File: config.mk
export PLATFORM = sky130hd
export DESIGN_NAME = tagword_unit
export DESIGN_NICKNAME = d
export VERILOG_FILES = /design/src/rtl/tagword_pkg.sv /design/src/rtl/tagword_ctrl.sv /design/src/rtl/tagword_datapath.sv /design/src/rtl/tagword_unit.sv
export SDC_FILE = /design/constraint.sdc
export NUM_CORES = 1
export LEC_CHECK = 0
export CORE_UTILIZATION = 58
export DETAILED_ROUTE_END_ITERATION = 10
export DONT_BUFFER_PORTS = 1
export HOLD_SLACK_MARGIN = 0.06
export PLACE_DENSITY = 0.83
export SETUP_SLACK_MARGIN = 0.5
export SLEW_MARGIN = 20
export SYNTH_ARGS = -nofsm -noshare
export SYNTH_HDL_FRONTEND = slang
export SYNTH_SLANG_ARGS = --single-unit
File: constraint.sdc
create_clock -name clk -period 0.8 [get_ports clk]
set_input_delay 0.12 -clock clk [delete_from_list [all_inputs] [get_ports clk]]
set_output_delay 0.12 -clock clk [all_outputs]
set_load 0.01 [all_outputs]
File: src/rtl/tagword_pkg.sv
package tagword_pkg;

  typedef enum logic [2:0] {
    OP_NOP   = 3'd0,
    OP_LOAD  = 3'd1,
    OP_STORE = 3'd2,
    OP_SPILL = 3'd3,
    OP_FILL  = 3'd4,
    OP_UNTAG = 3'd5,
    OP_RETAG = 3'd6,
    OP_ADD   = 3'd7
  } wordOp_t;

  typedef enum logic [1:0] {
    CLS_RAW      = 2'd0,
    CLS_SMALLINT = 2'd1,
    CLS_CHAR     = 2'd2,
    CLS_OOP      = 2'd3
  } wordClass_t;

  typedef enum logic [2:0] {
    CAUSE_NONE      = 3'd0,
    CAUSE_STORE_TAG = 3'd1,
    CAUSE_OVERFLOW  = 3'd2,
    CAUSE_OOP_ALTER = 3'd3,
    CAUSE_TYPE      = 3'd4
  } trapCause_t;

  typedef enum logic [2:0] {
    SEL_MEM   = 3'd0,
    SEL_FILL  = 3'd1,
    SEL_UNTAG = 3'd2,
    SEL_RETAG = 3'd3,
    SEL_ADD   = 3'd4
  } resultSel_t;

  typedef struct packed {
    logic       destWe;
    logic       memWe;
    logic       keepTag;
    logic       trap;
    trapCause_t cause;
    resultSel_t sel;
  } ctrlStrobes_t;

endpackage

File: src/rtl/tagword_ctrl.sv
module tagword_ctrl
  import tagword_pkg::*;
(
  input  logic [2:0]   opCode,
  input  wordClass_t   srcClass,
  input  logic         srcTag,
  input  logic         regionTagged,
  input  logic         fitsSmall,
  output ctrlStrobes_t strobes
);

  wordOp_t op;
  assign op = wordOp_t'(opCode);

  // raise a trap and suppress every write
  function automatic ctrlStrobes_t trapWith(input trapCause_t c);
    ctrlStrobes_t t;
    t = '0;
    t.trap = 1'b1;
    t.cause = c;
    return t;
  endfunction

  always_comb begin
    strobes = '0;
    unique case (op)
      OP_LOAD: begin
        strobes.destWe = 1'b1;
        strobes.sel = SEL_MEM;
      end
      OP_STORE: begin
        if (srcTag == regionTagged) strobes.memWe = 1'b1;
        else strobes = trapWith(CAUSE_STORE_TAG);
      end
      OP_SPILL: begin
        strobes.memWe = 1'b1;
        strobes.keepTag = 1'b1;
      end
      OP_FILL: begin
        strobes.destWe = 1'b1;
        strobes.sel = SEL_FILL;
      end
      OP_UNTAG: begin
        if (srcClass == CLS_OOP) strobes = trapWith(CAUSE_OOP_ALTER);
        else if (srcClass != CLS_SMALLINT) strobes = trapWith(CAUSE_TYPE);
        else begin
          strobes.destWe = 1'b1;
          strobes.sel = SEL_UNTAG;
        end
      end
      OP_RETAG: begin
        if (srcClass == CLS_OOP) strobes = trapWith(CAUSE_OOP_ALTER);
        else if (srcClass != CLS_RAW) strobes = trapWith(CAUSE_TYPE);
        else if (!fitsSmall) strobes = trapWith(CAUSE_OVERFLOW);
        else begin
          strobes.destWe = 1'b1;
          strobes.sel = SEL_RETAG;
        end
      end
      OP_ADD: begin
        if (srcClass == CLS_OOP) strobes = trapWith(CAUSE_OOP_ALTER);
        else if (srcClass != CLS_RAW) strobes = trapWith(CAUSE_TYPE);
        else begin
          strobes.destWe = 1'b1;
          strobes.sel = SEL_ADD;
        end
      end
      default: strobes = '0;
    endcase
  end

endmodule

File: src/rtl/tagword_datapath.sv
module tagword_datapath
  import tagword_pkg::*;
#(
  parameter int WORD_W = 32
) (
  input  logic              clk,
  input  logic              rstN,
  input  ctrlStrobes_t      strobes,
  input  logic [WORD_W-1:0] srcData,
  input  logic              srcTag,
  input  logic [WORD_W-1:0] addData,
  input  logic              regionTagged,
  input  logic [WORD_W-1:0] memRdData,
  input  logic              memRdTag,
  output wordClass_t        srcClass,
  output logic              fitsSmall,
  output logic              destWe,
  output logic [WORD_W-1:0] destData,
  output logic              destTag,
  output logic              memWe,
  output logic [WORD_W-1:0] memWrData,
  output logic              memWrTag,
  output logic              trapValid,
  output logic [2:0]        trapCause
);

  localparam int MSB = WORD_W - 1;

  logic [WORD_W-1:0] resData;
  logic              resTag;

  // second-level type from the two low bits, only under a set extra bit
  always_comb begin
    if (!srcTag) srcClass = CLS_RAW;
    else if (srcData[0]) srcClass = CLS_SMALLINT;
    else if (srcData[1]) srcClass = CLS_CHAR;
    else srcClass = CLS_OOP;
  end

  // a raw word fits the small-integer range when its top two bits agree
  assign fitsSmall = (srcData[MSB] == srcData[MSB-1]);

  always_comb begin
    resData = memRdData;
    resTag  = regionTagged;
    case (strobes.sel)
      SEL_MEM:   begin resData = memRdData; resTag = regionTagged; end
      SEL_FILL:  begin resData = memRdData; resTag = memRdTag; end
      SEL_UNTAG: begin resData = {srcData[MSB], srcData[MSB:1]}; resTag = 1'b0; end
      SEL_RETAG: begin resData = {srcData[MSB-1:0], 1'b1}; resTag = 1'b1; end
      SEL_ADD:   begin resData = srcData + addData; resTag = 1'b0; end
      default:   begin resData = memRdData; resTag = regionTagged; end
    endcase
  end

  always_ff @(posedge clk or negedge rstN) begin
    if (!rstN) begin
      destWe    <= 1'b0;
      destData  <= '0;
      destTag   <= 1'b0;
      memWe     <= 1'b0;
      memWrData <= '0;
      memWrTag  <= 1'b0;
      trapValid <= 1'b0;
      trapCause <= 3'd0;
    end else begin
      destWe    <= strobes.destWe;
      destData  <= strobes.destWe ? resData : '0;
      destTag   <= strobes.destWe & resTag;
      memWe     <= strobes.memWe;
      memWrData <= strobes.memWe ? srcData : '0;
      memWrTag  <= strobes.memWe & strobes.keepTag & srcTag;
      trapValid <= strobes.trap;
      trapCause <= strobes.trap ? strobes.cause : CAUSE_NONE;
    end
  end

endmodule

File: src/rtl/tagword_unit.sv
module tagword_unit
  import tagword_pkg::*;
#(
  parameter int WORD_W = 32
) (
  input  logic              clk,
  input  logic              rstN,
  input  logic [2:0]        opCode,
  input  logic [WORD_W-1:0] srcData,
  input  logic              srcTag,
  input  logic [WORD_W-1:0] addData,
  input  logic              regionTagged,
  input  logic [WORD_W-1:0] memRdData,
  input  logic              memRdTag,
  output logic [1:0]        srcClass,
  output logic              destWe,
  output logic [WORD_W-1:0] destData,
  output logic              destTag,
  output logic              memWe,
  output logic [WORD_W-1:0] memWrData,
  output logic              memWrTag,
  output logic              trapValid,
  output logic [2:0]        trapCause
);

  ctrlStrobes_t strobes;
  wordClass_t   cls;
  logic         fitsSmall;

  assign srcClass = cls;

  tagword_ctrl i_ctrl (
    .opCode      (opCode),
    .srcClass    (cls),
    .srcTag      (srcTag),
    .regionTagged(regionTagged),
    .fitsSmall   (fitsSmall),
    .strobes     (strobes)
  );

  tagword_datapath #(.WORD_W(WORD_W)) i_dp (
    .clk         (clk),
    .rstN        (rstN),
    .strobes     (strobes),
    .srcData     (srcData),
    .srcTag      (srcTag),
    .addData     (addData),
    .regionTagged(regionTagged),
    .memRdData   (memRdData),
    .memRdTag    (memRdTag),
    .srcClass    (cls),
    .fitsSmall   (fitsSmall),
    .destWe      (destWe),
    .destData    (destData),
    .destTag     (destTag),
    .memWe       (memWe),
    .memWrData   (memWrData),
    .memWrTag    (memWrTag),
    .trapValid   (trapValid),
    .trapCause   (trapCause)
  );

endmodule

==> impl_metrics.csv, run 1 <==
group,metric,value,unit
outcome,status,"aborted with a tool error",
outcome,flow.stopped_at,"global routing (5_1_grt)",
outcome,error,"[ERROR GRT-0232] Routing congestion too high. Check the congestion heatmap in the GUI.",
yosys,syn_area_per_cell,9.21,um2
yosys,yosys-top-cells-count,"dfrtp_1, a21oi_1, and3_1, ha_1, nand2_1",
yosys,synthTopCellsByArea,"dfrtp_1, ha_1, a222oi_1, and3_1, a21oi_1",
clock_tree,htree_levels,3,
yosys,async_flop_share,100,%
global_routing,grt_overflow_total,92,
timing,worstEndpointType,"register data pin",
yosys,synth_top_family_by_area,"compound AO/OA/AOI/OAI gates",
die,die_width,95.4,um
yosys,synth_edf_count,0,
yosys,yosysTopAreaCell,"dfrtp_1",
global_routing,grt_max_degree,73,
die,ios,178,
clock_tree,clock-sinks,72,
yosys,synth_ff_type,"dfrtp_1",
yosys,synthMuxAreaShare,0.396,%
clock_tree,clock-root-buffer,"clkbuf_8",
yosys,synthCells,549,
placed_design,io_buffer_count,0,
timing,worst_endpoint,"i_dp.destData[16]$_DFF_PN0_/D",
yosys,synth_nets,689,
yosys,yosysMostFrequentCell,"dfrtp_1",
yosys,ys_ff_latch,72,
yosys,yosysWarnings,0,
yosys,synth-simple-area-share,17.8,%
die,die_y,95.4,um
yosys,ys_seq_area_share,35.6,%
yosys,synthAdderAreaFrac,9.06,%
die,row_count,33,
global_routing,grt.total_usage,81.7,%
yosys,synth_top_area_share,35.6,%
clock_tree,cts_made_buffers,9,
yosys,yosysUniqueCellTypes,73,
yosys,synth_compound_area_share,28.6,%
die,start_util,60.6,%
placed_design,gp_congestion,0.925,
yosys,syn_area,5050,um2
clock_tree,clockBufferDepth,2,
placed_design,hpwlAfterDp,13.0,mm
yosys,yosys.area_share.xor_xnor,3.64,%
[per-stage QoR]
stage | cell area (um2) | util, % | hold WS (ns) | cells | setup slack, ns
2_1_floorplan | 5350 | - | -0.176 | 549 | -1.17
3_3_place_gp | 6330 | 75.9 | -0.174 | 764 | -1.35
3_5_place_dp | 6330 | 75.9 | -0.174 | 764 | -1.42
4_1_cts | 7590 | 91.0 | -0.558 | 815 | -0.874
[repair_timing]
action	CTS
pin swaps	55
setup endpoints to repair	146
setup buffers	31
endpoints found under the hold margin	135
gates cloned	4
gates resized for setup	134
[logic make-up after synthesis]
group | Yosys count
and+or+nand+nor | 166
buffers and inverters | 56
muxes | 2
xor gates and xnor gates | 21
AOI/OAI and AO/OA | 196
adders and majority gates | 36
DFF | 72
[per-layer routing]
metal	track usage [%]	GRT overflow
met2	96.3	52
met3	67.2	3
met5	36.3	0
met4	87.0	33
met1	80.2	4
==> run 2, diff against run 1 <==
--- a/config.mk
+++ b/config.mk
@@ -5,12 +5,10 @@
 export SDC_FILE = /design/constraint.sdc
 export NUM_CORES = 1
 export LEC_CHECK = 0
-export CORE_UTILIZATION = 58
+export CORE_UTILIZATION = 40
 export DETAILED_ROUTE_END_ITERATION = 10
 export DONT_BUFFER_PORTS = 1
-export HOLD_SLACK_MARGIN = 0.06
-export PLACE_DENSITY = 0.83
-export SETUP_SLACK_MARGIN = 0.5
+export PLACE_DENSITY_LB_ADDON = 0.15
 export SLEW_MARGIN = 20
 export SYNTH_ARGS = -nofsm -noshare
 export SYNTH_HDL_FRONTEND = slang
==> constraint.sdc (replaced) <==
create_clock -name clk -period 1.04 [get_ports clk]
set_input_delay 0.156 -clock clk [delete_from_list [all_inputs] [get_ports clk]]
set_output_delay 0.156 -clock clk [all_outputs]
set_load 0.01 [all_outputs]
==> run 2 against run 1 <==
The flow now finishes, with violations (negative hold slack, negative setup slack); area after synthesis unchanged; synthesized cell count unchanged.
==> impl_metrics.csv, run 2 <==
group,metric,value,unit
die,row_count,40,
yosys,synthTopCellsByArea,"dfrtp_1, ha_1, a222oi_1, and3_1, a21oi_1",
yosys,synth_top_family_by_area,"compound AO/OA/AOI/OAI gates",
yosys,yosysTopAreaCell,"dfrtp_1",
timing,rsz0062_at_grt,"true",
die,die_width,114,um
yosys,synth_edf_count,0,
final_layout,final_common_cell,"buf_4",
critical_path,max_stage_delay,0.36,ns
pwr,p_leak,0.00363,uW
final_layout,drive_above_1_share,42.3,%
timing,final-hold-violation-count,72,
timing,maxSlewHeadroom,68.1,%
global_routing,grt_max_degree,73,
yosys,yosysUniqueCellTypes,73,
critical_path,critPathTopFamily,"compound AO/OA/AOI/OAI gates",
yosys,synthCells,549,
outcome,status,"finished with violations",
timing,timing.final.ws_setup,-0.733,ns
final_layout,nNetsFinal,891,
yosys,yosys.area_share.xor_xnor,3.64,%
die,die_area,13100,um2
pwr,cellPowerDensity,1160,nW/um2
yosys,async_flop_share,100,%
clock_tree,cts_made_buffers,9,
timing,min_period_over_period,171,%
timing,setup_violations,38,
hold_path,hold_class,"in2async",
final_layout,final_cell_mix,"buf_4, dfrtp_1, dlygate4sd3_1",
yosys,yosysWarnings,0,
critical_path,cp.arrival,2.00,ns
pwr,ir_drop,0.000697,V
placed_design,placed_cell_area,6430,um2
critical_path,cp_cell_sequence,"ha_4 -> inv_2 -> fa_2 -> nor2b_2 -> o31a_1 -> o31ai_4 -> a21boi_4 -> a21boi_2 -> and4_1 -> or3_1",
yosys,synth_nets,689,
routing,wl_per_cell,21.3,um
final_layout,regArea,1800,um2
timing,max_freq,564,MHz
placed_design,io_buffer_count,0,
global_routing,grt_overflow_total,0,
yosys,synthMuxAreaShare,0.396,%
routing,routed_wirelength,19.7,mm
clock_tree,htree_levels,3,
timing,hold_ws,-0.495,ns
final_layout,reg.largest.list,"i_dp.destData: 32 flops, i_dp.memWrData: 32 flops, i_dp.trapCause: 3 flops",
final_layout,syn_to_final_growth,58.2,%
yosys,synth_ff_type,"dfrtp_1",
global_routing,grt.total_usage,30.2,%
die,die_y,114,um
yosys,synth_compound_area_share,28.6,%
clock_tree,clockBufferDepth,2,
global_routing,grt_pass1_wl,30.1,mm
placed_design,dp.cells,832,
timing,drv_slew,0,
die,core_area,12200,um2
placed_design,gp_congestion,0.931,
die,ios,178,
yosys,yosys-top-cells-count,"dfrtp_1, a21oi_1, and3_1, ha_1, nand2_1",
placed_design,hpwlAfterDp,13.7,mm
yosys,syn_area_per_cell,9.21,um2
yosys,ys_ff_latch,72,
critical_path,slowest_stage,"or3_1",
routing,drc,0,
routing,firstDrtPassIters,6,
yosys,ys_seq_area_share,35.6,%
final_layout,fillers,1015,
clock_tree,cts_tree,"built",
pwr,fin_total_pwr,9280,uW
yosys,synthAdderAreaFrac,9.06,%
final_layout,instances_no_fill,923,
die,start_util,41.6,%
routing,ant_nets,0,
clock_tree,hold_buffers,41,
yosys,syn_area,5050,um2
run,drv_cap,0,
final_layout,final_area,8000,um2
yosys,synth-simple-area-share,17.8,%
timing,tns,-18.84,ns
routing,drtIter0Drc,427,
critical_path,required,1.26,ns
yosys,yosysMostFrequentCell,"dfrtp_1",
critical_path,worstSetupPathType,"in2reg",
clock_tree,clock-sinks,72,
clock_tree,clkTransAtPathRegs,0.07,ns
global_routing,grt_pass1_vias,5558,
outcome,violations,"negative hold slack, negative setup slack",
clock_tree,clock-root-buffer,"clkbuf_16",
timing,finalCriticalPeriod,1.77,ns
critical_path,cp-start-kind,"input port",
critical_path,crit_path_end_kind,"register",
global_routing,antenna_found_initial,1,
final_layout,multi_input_area,3640,um2
routing,via_per_inst,5.94,
timing,worstMarginPinSlew,0.478,ns
routing,vias,5483,
critical_path,path_buf_inv,1,
critical_path,crit_fanout,4,
yosys,synth_top_area_share,35.6,%
[run 2: cell counts after synthesis]
Identical to the previous run, type by type.
[run 2: per-layer routing]
| layer | share of wire, % | vias up | wire [um] | global-route usage (%) |
|---|---|---|---|---|
| met5 | 0 | - | 0 | 0 |
| met4 | 2.8 | 0 | 547 | 11.3 |
| met3 | 8.9 | 38 | 1760 | 7.89 |
| met2 | 46 | 254 | 9080 | 47.6 |
| met1 | 42 | 2651 | 8290 | 39.5 |
| li1 | - | 2540 | - | - |
[run 2: area by class of cell]
class	instances	share of cell area, %
Antenna cell	1	0.0313
Clock buffer	11	3.04
Clock inverter	3	0.250
Inverter	19	1.16
Multi-Input combinational cell	421	45.5
Sequential cell	72	22.5
Tap cell	168	2.63
Timing Repair Buffer	228	24.8
[run 2: cells by family after synthesis]
kind of cell / after synthesis
XOR/XNOR: 21
buffers and inverters: 56
AND/OR/NAND/NOR: 166
adder cells (fa/ha/maj): 36
multiplexers: 2
AO/OA/AOI/OAI: 196
flip-flops: 72
[run 2: metrics by stage]
step	worst slack, ns	hold slack [ns]	utilization (%)
after global routing	-0.813	-0.504	65.7
after floorplan	-0.966	-0.140	-
final	-0.733	-0.495	65.8
after global placement	-1.15	-0.138	52.8
after CTS	-0.678	-0.501	62.6
after detailed placement	-1.18	-0.138	52.8
[run 2: power by group]
group | internal (uW) | switching, uW | total [uW] | leakage (uW)
Clock | 1650 | 1230 | 2880 | 0.000123
Sequential | 2990 | 191 | 3180 | 0.000962
Combinational | 1680 | 1530 | 3210 | 0.00254
Total | 6320 | 2960 | 9280 | 0.00363
[run 2: worst paths after layout]
check / to / start / slack, ns / cells past startpoint
hold / removal: i_dp.destData[27]$_DFF_PN0_ / rstN / -0.50 / 0
setup / recovery: i_dp.destData[24]$_DFF_PN0_ / addData[0] / -0.73 / 10
min in group clk: i_dp.destData[4]$_DFF_PN0_ / srcData[5] / 0 / 2
max in group asynchronous: i_dp.memWrData[14]$_DFF_PN0_ / rstN / 1.43 / 0
[run 2: timing repair]
action,4_1_cts,5_1_grt
gates cloned,3,0
pin swaps,42,58
setup endpoints to repair,38,38
gates resized for setup,59,79
endpoints found under the hold margin,111,72
setup buffers,18,18
Power figures use the tool's default switching activity.
